### config.mk
export PLATFORM = sky130hd
export DESIGN_NAME = xdc_call_unit
export DESIGN_NICKNAME = d
export VERILOG_FILES = /design/src/rtl/xdc_pkg.sv /design/src/rtl/xdc_state.sv /design/src/rtl/xdc_seq.sv /design/src/rtl/xdc_call_unit.sv
export SDC_FILE = /design/constraint.sdc
export NUM_CORES = 1
export LEC_CHECK = 0
export ABC_AREA = 1
export BUFFER_PORTS_ARGS = -buffer_cell sky130_fd_sc_hd__buf_2
export CAP_MARGIN = 15
export CORE_ASPECT_RATIO = 0.7
export CORE_UTILIZATION = 51
export CTS_CLUSTER_SIZE = 10
export DETAILED_ROUTE_END_ITERATION = 10
export PLACE_DENSITY_LB_ADDON = 0.05
export RECOVER_POWER = 25
export SYNTH_ARGS = -nofsm -noshare
export SYNTH_HDL_FRONTEND = slang
export SYNTH_SLANG_ARGS = --single-unit
### constraint.sdc
create_clock -name clk -period 3.6 [get_ports clk]
set_input_delay 0.9 -clock clk [delete_from_list [all_inputs] [get_ports clk]]
set_output_delay 0.9 -clock clk [all_outputs]
set_load 0.02 [all_outputs]
### src/rtl/xdc_pkg.sv
package xdc_pkg;
   typedef enum logic [1:0] {
      XF_NONE     = 2'd0,
      XF_EMPTY    = 2'd1,
      XF_MISMATCH = 2'd2,
      XF_OVERFLOW = 2'd3
   } xdc_fault_e;

   typedef enum logic [2:0] {
      SQ_IDLE,
      SQ_PUSH,
      SQ_POP,
      SQ_WAIT,
      SQ_CHECK
   } xdc_seq_e;

   localparam int unsigned REC_WORDS = 3;
   localparam int unsigned WORD_BYTES = 4;
endpackage

### src/rtl/xdc_state.sv
module xdc_state #(
   parameter int unsigned ADDR_W = 32,
   parameter int unsigned PD_W = 16,
   parameter logic [ADDR_W-1:0] STACK_BASE = 32'h0000_0100
) (
   input  logic              clk,
   input  logic              rst_n,
   input  logic              busy,
   input  logic              ld_en,
   input  logic [ADDR_W-1:0] ld_data,
   input  logic              commit,
   input  logic [PD_W-1:0]   new_pd,
   input  logic [ADDR_W-1:0] new_fb,
   input  logic [ADDR_W-1:0] new_tos,
   output logic [PD_W-1:0]   pd_q,
   output logic [ADDR_W-1:0] fb_q,
   output logic [ADDR_W-1:0] tos_q
);
   logic privileged;
   assign privileged = (pd_q == '0);

   always_ff @(posedge clk or negedge rst_n) begin
      if (!rst_n) begin
         pd_q  <= '0;
         fb_q  <= '0;
         tos_q <= STACK_BASE;
      end else if (commit) begin
         pd_q  <= new_pd;
         fb_q  <= new_fb;
         tos_q <= new_tos;
      end else if (ld_en && privileged && !busy) begin
         tos_q <= ld_data;
      end
   end
endmodule

### src/rtl/xdc_seq.sv
module xdc_seq
   import xdc_pkg::*;
#(
   parameter int unsigned ADDR_W = 32,
   parameter int unsigned PD_W = 16,
   parameter logic [ADDR_W-1:0] STACK_BASE = 32'h0000_0100,
   parameter logic [ADDR_W-1:0] STACK_LIMIT = 32'h0000_00C0
) (
   input  logic              clk,
   input  logic              rst_n,
   input  logic              xcall_req,
   input  logic [PD_W-1:0]   call_dest_pd,
   input  logic [ADDR_W-1:0] call_ret_addr,
   input  logic [ADDR_W-1:0] call_sp,
   input  logic              xret_req,
   input  logic [ADDR_W-1:0] ret_target,
   input  logic [PD_W-1:0]   pd_q,
   input  logic [ADDR_W-1:0] fb_q,
   input  logic [ADDR_W-1:0] tos_q,
   output logic              mem_req,
   output logic              mem_we,
   output logic [ADDR_W-1:0] mem_addr,
   output logic [ADDR_W-1:0] mem_wdata,
   input  logic [ADDR_W-1:0] mem_rdata,
   output logic              busy,
   output logic              commit,
   output logic [PD_W-1:0]   new_pd,
   output logic [ADDR_W-1:0] new_fb,
   output logic [ADDR_W-1:0] new_tos,
   output logic              done_q,
   output logic              fault_q,
   output xdc_fault_e        code_q
);
   localparam logic [ADDR_W-1:0] STEP      = ADDR_W'(WORD_BYTES);
   localparam logic [ADDR_W-1:0] REC_BYTES = ADDR_W'(REC_WORDS * WORD_BYTES);
   localparam logic [ADDR_W-1:0] FULL_MARK = STACK_LIMIT + REC_BYTES;
   localparam int unsigned       CNT_W     = $clog2(REC_WORDS);
   localparam logic [CNT_W-1:0]  LAST      = CNT_W'(REC_WORDS - 1);
   localparam int unsigned       SL_FB     = 0;
   localparam int unsigned       SL_PD     = 1;
   localparam int unsigned       SL_RA     = 2;

   xdc_seq_e          st_q;
   logic [CNT_W-1:0]  cnt_q;
   logic [CNT_W-1:0]  rd_idx_q;
   logic              rd_vld_q;
   logic [ADDR_W-1:0] ra_q;
   logic [PD_W-1:0]   dest_q;
   logic [ADDR_W-1:0] sp_q;
   logic [ADDR_W-1:0] tgt_q;
   logic [ADDR_W-1:0] slot_q [REC_WORDS];

   logic stack_empty, stack_full, ret_bad;
   assign stack_empty = (tos_q >= STACK_BASE);
   assign stack_full  = (tos_q < FULL_MARK);
   assign ret_bad     = (slot_q[SL_RA] != tgt_q);

   assign busy    = (st_q != SQ_IDLE);
   assign mem_req = (st_q == SQ_PUSH) || (st_q == SQ_POP);
   assign mem_we  = (st_q == SQ_PUSH);

   always_comb begin
      mem_addr  = tos_q + (ADDR_W'(cnt_q) * STEP);
      mem_wdata = '0;
      if (st_q == SQ_PUSH) begin
         mem_addr = tos_q - ((ADDR_W'(cnt_q) + 1'b1) * STEP);
         case (cnt_q)
            CNT_W'(0): mem_wdata = ra_q;
            CNT_W'(1): mem_wdata = ADDR_W'(pd_q);
            default:   mem_wdata = fb_q;
         endcase
      end
   end

   always_comb begin
      commit  = 1'b0;
      new_pd  = dest_q;
      new_fb  = sp_q;
      new_tos = tos_q - REC_BYTES;
      if (st_q == SQ_PUSH && cnt_q == LAST) begin
         commit = 1'b1;
      end else if (st_q == SQ_CHECK && !ret_bad) begin
         commit  = 1'b1;
         new_pd  = slot_q[SL_PD][PD_W-1:0];
         new_fb  = slot_q[SL_FB];
         new_tos = tos_q + REC_BYTES;
      end
   end

   always_ff @(posedge clk or negedge rst_n) begin
      if (!rst_n) begin
         rd_vld_q <= 1'b0;
         rd_idx_q <= '0;
         for (int i = 0; i < int'(REC_WORDS); i++) slot_q[i] <= '0;
      end else begin
         rd_vld_q <= mem_req && !mem_we;
         rd_idx_q <= cnt_q;
         for (int i = 0; i < int'(REC_WORDS); i++)
            if (rd_vld_q && rd_idx_q == CNT_W'(i)) slot_q[i] <= mem_rdata;
      end
   end

   always_ff @(posedge clk or negedge rst_n) begin
      if (!rst_n) begin
         st_q    <= SQ_IDLE;
         cnt_q   <= '0;
         ra_q    <= '0;
         dest_q  <= '0;
         sp_q    <= '0;
         tgt_q   <= '0;
         done_q  <= 1'b0;
         fault_q <= 1'b0;
         code_q  <= XF_NONE;
      end else begin
         done_q  <= 1'b0;
         fault_q <= 1'b0;
         code_q  <= XF_NONE;
         case (st_q)
            SQ_IDLE: begin
               cnt_q <= '0;
               if (xcall_req) begin
                  if (stack_full) begin
                     done_q  <= 1'b1;
                     fault_q <= 1'b1;
                     code_q  <= XF_OVERFLOW;
                  end else begin
                     ra_q   <= call_ret_addr;
                     dest_q <= call_dest_pd;
                     sp_q   <= call_sp;
                     st_q   <= SQ_PUSH;
                  end
               end else if (xret_req) begin
                  if (stack_empty) begin
                     done_q  <= 1'b1;
                     fault_q <= 1'b1;
                     code_q  <= XF_EMPTY;
                  end else begin
                     tgt_q <= ret_target;
                     st_q  <= SQ_POP;
                  end
               end
            end
            SQ_PUSH: begin
               if (cnt_q == LAST) begin
                  st_q   <= SQ_IDLE;
                  done_q <= 1'b1;
               end else begin
                  cnt_q <= cnt_q + 1'b1;
               end
            end
            SQ_POP: begin
               if (cnt_q == LAST) st_q <= SQ_WAIT;
               else cnt_q <= cnt_q + 1'b1;
            end
            SQ_WAIT: st_q <= SQ_CHECK;
            SQ_CHECK: begin
               st_q   <= SQ_IDLE;
               done_q <= 1'b1;
               if (ret_bad) begin
                  fault_q <= 1'b1;
                  code_q  <= XF_MISMATCH;
               end
            end
            default: st_q <= SQ_IDLE;
         endcase
      end
   end
endmodule

### src/rtl/xdc_call_unit.sv
module xdc_call_unit
   import xdc_pkg::*;
#(
   parameter int unsigned ADDR_W = 32,
   parameter int unsigned PD_W = 16,
   parameter logic [ADDR_W-1:0] STACK_BASE = 32'h0000_0100,
   parameter logic [ADDR_W-1:0] STACK_LIMIT = 32'h0000_00C0
) (
   input  logic              clk,
   input  logic              rst_n,
   input  logic              xcall_req,
   input  logic [PD_W-1:0]   call_dest_pd,
   input  logic [ADDR_W-1:0] call_ret_addr,
   input  logic [ADDR_W-1:0] call_sp,
   input  logic              xret_req,
   input  logic [ADDR_W-1:0] ret_target,
   input  logic              tos_ld_en,
   input  logic [ADDR_W-1:0] tos_ld_data,
   output logic              mem_req,
   output logic              mem_we,
   output logic [ADDR_W-1:0] mem_addr,
   output logic [ADDR_W-1:0] mem_wdata,
   input  logic [ADDR_W-1:0] mem_rdata,
   output logic              busy,
   output logic              done,
   output logic              fault,
   output logic [1:0]        fault_code,
   output logic [PD_W-1:0]   pd_id,
   output logic [ADDR_W-1:0] frame_base,
   output logic [ADDR_W-1:0] tos,
   output logic              user_mode,
   output logic              all_access
);
   if (ADDR_W != 32) begin : g_bad_width
      $error("ADDR_W must be 32: records are 32-bit words");
   end
   if (PD_W < 2 || PD_W > ADDR_W) begin : g_bad_pd
      $error("PD_W must lie between 2 and ADDR_W");
   end
   if (STACK_BASE <= STACK_LIMIT + ADDR_W'(REC_WORDS * WORD_BYTES)) begin : g_bad_stack
      $error("stack region must hold at least one record");
   end
   if (STACK_BASE[1:0] != 2'b00 || STACK_LIMIT[1:0] != 2'b00) begin : g_bad_align
      $error("stack bounds must be word aligned");
   end

   logic              commit;
   logic [PD_W-1:0]   new_pd;
   logic [ADDR_W-1:0] new_fb;
   logic [ADDR_W-1:0] new_tos;
   xdc_fault_e        code;

   xdc_state #(
      .ADDR_W(ADDR_W), .PD_W(PD_W), .STACK_BASE(STACK_BASE)
   ) u_state (
      .clk(clk), .rst_n(rst_n), .busy(busy),
      .ld_en(tos_ld_en), .ld_data(tos_ld_data),
      .commit(commit), .new_pd(new_pd), .new_fb(new_fb), .new_tos(new_tos),
      .pd_q(pd_id), .fb_q(frame_base), .tos_q(tos)
   );

   xdc_seq #(
      .ADDR_W(ADDR_W), .PD_W(PD_W),
      .STACK_BASE(STACK_BASE), .STACK_LIMIT(STACK_LIMIT)
   ) u_seq (
      .clk(clk), .rst_n(rst_n),
      .xcall_req(xcall_req), .call_dest_pd(call_dest_pd),
      .call_ret_addr(call_ret_addr), .call_sp(call_sp),
      .xret_req(xret_req), .ret_target(ret_target),
      .pd_q(pd_id), .fb_q(frame_base), .tos_q(tos),
      .mem_req(mem_req), .mem_we(mem_we), .mem_addr(mem_addr),
      .mem_wdata(mem_wdata), .mem_rdata(mem_rdata),
      .busy(busy), .commit(commit),
      .new_pd(new_pd), .new_fb(new_fb), .new_tos(new_tos),
      .done_q(done), .fault_q(fault), .code_q(code)
   );

   assign fault_code = code;
   assign user_mode  = pd_id[PD_W-1];
   assign all_access = (pd_id == '0);
endmodule

* Yosys cells after proc, flatten, opt, wreduce, memory -nomap -nowiden
Cells that the tools add are included.
** Word-level totals
- ROM bits :: 0
- Output and inout port bits :: 153
- Memories kept :: 0
- Flip-flop bits (word level) :: 284
- RAM bits :: 0
- Latch bits :: 0
- Word-level logic and storage cells :: 103
** Cells by class
- Reduce and logical (&&, ||, !) cells :: 24
- Multipliers :: 0
- Bitwise logic cells :: 3
- $add $sub $neg :: 6
- Shift-type cells :: 0
- Eq/ne operators :: 15
- Div/mod/pow operators :: 0
- Mux-type cells :: 36
- $lt $le $gt $ge :: 2
** Operators with widths (count)
- 32-bit 2-to-1 mux :: 8
- 32-bit one-hot mux with 2 select lines :: 1
- 32-bit by 4-bit adder with 32-bit output :: 1
- 32-bit by 4-bit adder with 32-bit output, second input constant :: 1
- 32-bit by 9-bit greater-or-equal comparator with 1-bit output, second input constant :: 1
- 32-bit by 8-bit < comparator with 1-bit output, second input constant :: 1
- 16-bit 2-to-1 mux :: 2
- 32-bit inequality test :: 1
- 32-bit subtractor :: 1
- 32-bit by 4-bit subtractor with 32-bit output, second input constant :: 1
- 3-bit 2-to-1 mux :: 6
- 16-bit logical NOT :: 1
- 3-bit one-hot mux with 4 select lines :: 1
- 2-bit 2-to-1 mux :: 5
- 1-bit 2-to-1 mux :: 9
- 3-bit inequality test, second input constant :: 3
- 1-bit logical AND :: 8
- 2-bit one-hot mux with 2 select lines :: 2
- 3-bit by 2-bit equality test with 1-bit output, second input constant :: 2
- 2-bit inequality test, second input constant :: 3
- 5-bit AND reduction :: 1
- 2-bit by 1-bit equality test with 1-bit output, second input constant :: 2
- 2-bit equality test, second input constant :: 2
- 2-bit logical NOT :: 2
- 16 further kinds :: 21

* Depth between registers and ports, before layout
- Depth in word-level cells :: 6
- Gate-level depth with buffers :: 16
- Mapped depth without buffers :: 16

* Hierarchy
From an unflattened synthesis, not the netlist that was laid out.
** Unflattened totals
- Cells, all modules :: 2743
- Area total of the unflattened synthesis :: 18004.8 µm²
** Modules (own cells, without submodules)
- xdc_seq :: times used 1, cells an instance 2254, area each 14362.5 µm², sequential area each 5104.9 µm²
- xdc_state :: times used 1, cells an instance 461, area each 3530.9 µm², sequential area each 2003.2 µm²
- xdc_call_unit :: times used 1, cells an instance 28, area each 111.4 µm², sequential area each 0.0 µm²

* Worst setup path before layout
OpenSTA, ideal clock, no wires.
- Path kind :: register -> output
- Start :: register u_seq.cnt_q[0]
- End :: output port mem_addr[28]
- Path slack :: -0.299 ns
- Arrival :: 2.999 ns
- Required time :: 2.700 ns
- Stages on the path, launching flop included :: 13
- Cells stage by stage :: dfrtp_1 inv_1 ha_1 clkbuf_1 or2_2 ha_1 nand2_1 o21ai_0 nor2_1 o21ai_0 nand3_1 nand3_1 xor2_1
** Between the ends
- Word-level cells in the longest chain between the ends :: 3
- Elaborated cells on any way between the ends :: 4
** RTL lines
- from (decl) :: line xdc_seq.sv:44 : logic [CNT_W-1:0] cnt_q;
- from (signal assigned) :: line xdc_seq.sv:148 : cnt_q <= cnt_q + 1'b1;
- from (signal assigned) :: line xdc_seq.sv:153 : else cnt_q <= cnt_q + 1'b1;
- 2-bit by 1-bit adder with 3-bit output :: line xdc_seq.sv:66 : mem_addr = tos_q - ((ADDR_W'(cnt_q) + 1'b1) * STEP);
- 32-bit subtractor :: line xdc_seq.sv:66
- 32-bit 2-to-1 mux * :: line xdc_seq.sv:65 : if (st_q == SQ_PUSH) begin
- to (decl) :: line xdc_call_unit.sv:21 : output logic [ADDR_W-1:0] mem_addr,
Mark *: on every way between the ends. The rest lies on a longest branch, timed or not.

* Worst setup path after layout
- Start :: register u_seq.st_q[0]
- End :: output port mem_addr[29]
** Between the ends
- Word-level cells in the longest chain between the ends :: 2
** RTL lines
- from (decl) :: line xdc_seq.sv:43 : xdc_seq_e st_q;
- from (signal assigned) :: line xdc_seq.sv:105 : st_q <= SQ_IDLE;
- from (signal assigned) :: line xdc_seq.sv:130 : st_q <= SQ_PUSH;
- from (signal assigned) :: line xdc_seq.sv:139 : st_q <= SQ_POP;
- 3-bit by 1-bit equality test with 1-bit output :: line xdc_seq.sv:65
- 32-bit 2-to-1 mux :: line xdc_seq.sv:65
Every way passes these cells.

==> flow_metrics.py <==
metrics = {
    "run_status": {
        "status": "complete, but fails checks",
        "violations": "max-capacitance violations, max-slew violations, negative setup slack",
    },
    "synthesis": {
        "yosysTopAreaCell": "dfrtp_1",
        "syn_area_um2": 16700,
        "synth_warnings": 0,
        "synth_top_area_share_pct": 42.5,
        "seq_area_frac_synth_pct": 42.6,
        "synth_edf_count": 0,
        "syn_inst": 2144,
        "synth-seq-cells": 284,
        "ys_types": 48,
        "synth-main-ff-cell": "dfrtp_1",
        "synthArstFlopShare_pct": 100,
        "syn-num-nets": 2365,
        "synth.avg_cell_area_um2": 7.78,
        "ys_top_cells_by_area": "dfrtp_1, nand2_1, inv_1",
    },
    "clocking": {
        "holdBufCountCts": 0,
        "htree_num_levels": 2,
        "cts.sinks": 284,
        "cts_made_buffers": 34,
        "clock_latency_ns": 0.53,
        "clk_path_buf_depth": 3,
        "cts.clk_slew.worst_paths_ns": 0.06,
        "cts_tree": "done",
        "root_buffer": "clkbuf_16",
    },
    "floorplan": {
        "std_cell_rows": 54,
        "fp.dieW_um": 218,
        "pin_count": 334,
        "die_h_um": 153,
        "die_area_um2": 33400,
        "core-area_um2": 31600,
        "start_util_pct": 52.7,
    },
    "drt": {
        "wirelength_mm": 62.9,
        "dr.pass1.iters": 5,
        "drc_errors": 0,
        "vias": 16900,
        "wl_per_cell_um": 20.9,
        "final_antenna_net_count": 0,
        "vias_per_cell": 5.62,
        "drt-initial-drc-count": 1951,
    },
    "timing": {
        "fmax_mhz": 245,
        "setup_viol": 26,
        "rsz0062_at_grt": "yes",
        "clock_skew_ns": 0.0210,
        "final-max-slew-violation-count": 68,
        "period_minus_slack_ns": 4.07,
        "min_period_over_period_pct": 113,
        "maxSlewHeadroom_pct": -13.5,
        "hold_viol_final": 0,
        "setup_tns_ns": -8.63,
        "worst_pin_slew_ns": 1.70,
        "fin_ws_ns": -0.474,
    },
    "placed_design": {
        "place_congestion": 1.02,
        "place_ws_ns": -0.0347,
        "io_buffers": 333,
        "placed_area_um2": 19400,
        "hpwl_mm": 46.2,
    },
    "critical_path": {
        "crit_path_max_fanout": 7,
        "crit_top_cell": "buf_4",
        "crit_path_end_kind": "primary output",
        "path_cells": "inv_2, nor3_4, buf_6, or2_4, buf_12, ha_4, nand2_1, nor2_1, a21oi_1, buf_4, o21ai_4, nand3_1, nand2_2, xor2_2, buf_4",
        "start_kind": "flip-flop",
        "critical_path_arrival_ns": 3.17,
        "critPathRequiredTime_ns": 2.70,
        "crit_type": "reg2out",
        "critPathSlowestCell": "dfrtp_1",
        "critPathMaxStageDelay_ns": 0.39,
    },
    "final_layout": {
        "final_util_pct": 68.6,
        "final_area_um2": 21700,
        "layout.nets": 2798,
        "num-fill-cells": 2634,
        "layout-drive-gt1-share_pct": 30.8,
        "areaGrowthSynthToFinish_pct": 30.1,
    },
    "worst_hold_path": {
        "holdCritPathClass": "reg2reg",
    },
    "power": {
        "total_power_mw": 27.2,
        "ir_worst_vdd_mv": 1.63,
        "leakage_nw": 11.1,
        "pwr_density_cell_nw_per_um2": 1250,
    },
    "grt": {
        "grt_pass1_wl_mm": 94.6,
        "grt_remaining_overflow": 0,
        "antenna_found_initial": 16,
        "grt_max_degree": 68,
        "grt_usage_pct": 37.3,
        "grt_pass1_vias": 16100,
    },
    "job": {
        "drv_cap": 1,
    },
}
## power breakdown
group          internal, mW  switching [mW]
clock network          1.76            1.30
registers              4.57            1.18
logic                  7.78            10.6
## sequential cells by signal, summed over array words and instances (netlist names), 2 cells and up
signal          cells
u_seq.cnt_q         2
u_seq.code_q        2
u_seq.dest_q       16
u_seq.ra_q         32
u_seq.rd_idx_q      2
u_seq.slot_q       80
u_seq.sp_q         32
u_seq.st_q          3
u_seq.tgt_q        32
u_state.fb_q       32
u_state.pd_q       16
u_state.tos_q      32
## worst max-delay path, delay by kind of cell (launching register included)
kind / cells / cell delay (ns)
AOI/OAI and AO/OA: 2 / 0.30
xor gates and xnor gates: 1 / 0.13
adders and majority gates: 1 / 0.32
buffers and inverters: 5 / 0.70
DFF: 1 / 0.39
and+or+nand+nor: 6 / 0.80
## final timing paths
path | start | endpoint | depth (start not counted) | slack (ns)
setup / recovery | u_seq.st_q[0] | mem_addr[29] | 15 | -0.47
hold / removal | u_seq.slot_q[71] | u_state.fb_q[7] | 2 | 0.48
setup reg to reg | u_seq.st_q[2] | u_state.tos_q[21] | 15 | 0.63
hold reg to reg | u_seq.slot_q[71] | u_state.fb_q[7] | 2 | 0.48
max in group asynchronous | rst_n | u_seq.slot_q[36] | 2 | 0.53
min in group asynchronous | rst_n | u_seq.tgt_q[10] | 1 | 0.82
## cell usage after synthesis (2+ instances only)
| library cell | number |
|---|---|
| nand2_1 | 655 |
| dfrtp_1 | 283 |
| inv_1 | 210 |
| nor2_1 | 210 |
| nand3_1 | 132 |
| o21ai_0 | 127 |
| a21oi_1 | 102 |
| xor2_1 | 52 |
| mux2_4 | 50 |
| ha_1 | 39 |
| clkbuf_1 | 34 |
| buf_2 | 32 |
| nand4_1 | 29 |
| o211ai_1 | 25 |
| mux2_2 | 24 |
| nor3_1 | 21 |
| xnor2_1 | 15 |
| nor2_2 | 13 |
| buf_4 | 10 |
| inv_2 | 10 |
| mux2_1 | 9 |
| buf_12 | 6 |
| a21o_1 | 5 |
| buf_1 | 5 |
| o21bai_1 | 5 |
| buf_6 | 4 |
| nand3b_1 | 4 |
| nor2_4 | 4 |
| and2_1 | 3 |
| a21boi_0 | 2 |
| a31oi_1 | 2 |
| nand2_2 | 2 |
| nor4_1 | 2 |
| o21a_1 | 2 |
| o22ai_1 | 2 |
| or2_2 | 2 |
## cells by family after synthesis
family / count (synthesis) / synth area share [%]
simple gates: 1082 / 26.8
fa+ha+maj: 40 / 3.05
buf+inv: 311 / 8.23
compound gates: 277 / 9.05
xor+xnor: 67 / 3.52
flops: 284 / 42.6
mux: 83 / 6.73
## through the flow
stage,hold slack (ns),std cells
finish,0.483,3009
global route,0.501,3006
CTS,0.351,2989
detailed placement,0.473,2928
global placement,0.466,2928
floorplan,0.420,2144
## routing by layer
layer | track usage (%) | wire length, um
met4 | 11.0 | 1740
met1 | 55.5 | 27700
met2 | 54.3 | 26800
met3 | 8.08 | 6490
met5 | 0 | 83
## area by class of cell
class	instances	area, um2	share of cell area (%)
clock buffers	36	858	3.96
diodes	8	20.0	0.0923
clock inverters	4	63.8	0.294
flip-flops and latches	284	7110	32.8
repair buffers	486	3070	14.2
inverters	220	826	3.81
multi-input cells	1551	9230	42.5
well taps	420	526	2.42
## cell usage in the layout (no fill, tap or decap), types with 6 or more instances in the layout
master and count:
xor2_1 41, xnor2_1 13, a21oi_2 11, buf_2 306, nand2_1 617, nand3_2 9, dfrtp_1 283, mux2_2 24
o211ai_1 25, a21oi_1 84, inv_2 18, ha_4 22, nor2_4 10, ha_1 15, nand2_2 33, inv_1 202
mux2_4 50, buf_4 138, diode_2 8, mux2_1 9, nor2_1 190, xor2_2 7, nor3_1 12, nor3_2 8
buf_6 30, nand4_1 29, nor2_2 27, nand3_1 124, nand2_4 7, clkbuf_16 34, o21ai_0 112, a21oi_4 7
o21ai_4 6, o21ai_2 6
## what timing repair did
item / CTS / global route
buffers inserted: 19 / 15
pin swaps: 36 / 31
gates resized for setup: 167 / 100
endpoints found under the setup margin: 26 / 60
gates cloned: 2 / 0
No activity file was read; power rests on OpenSTA's default activity.
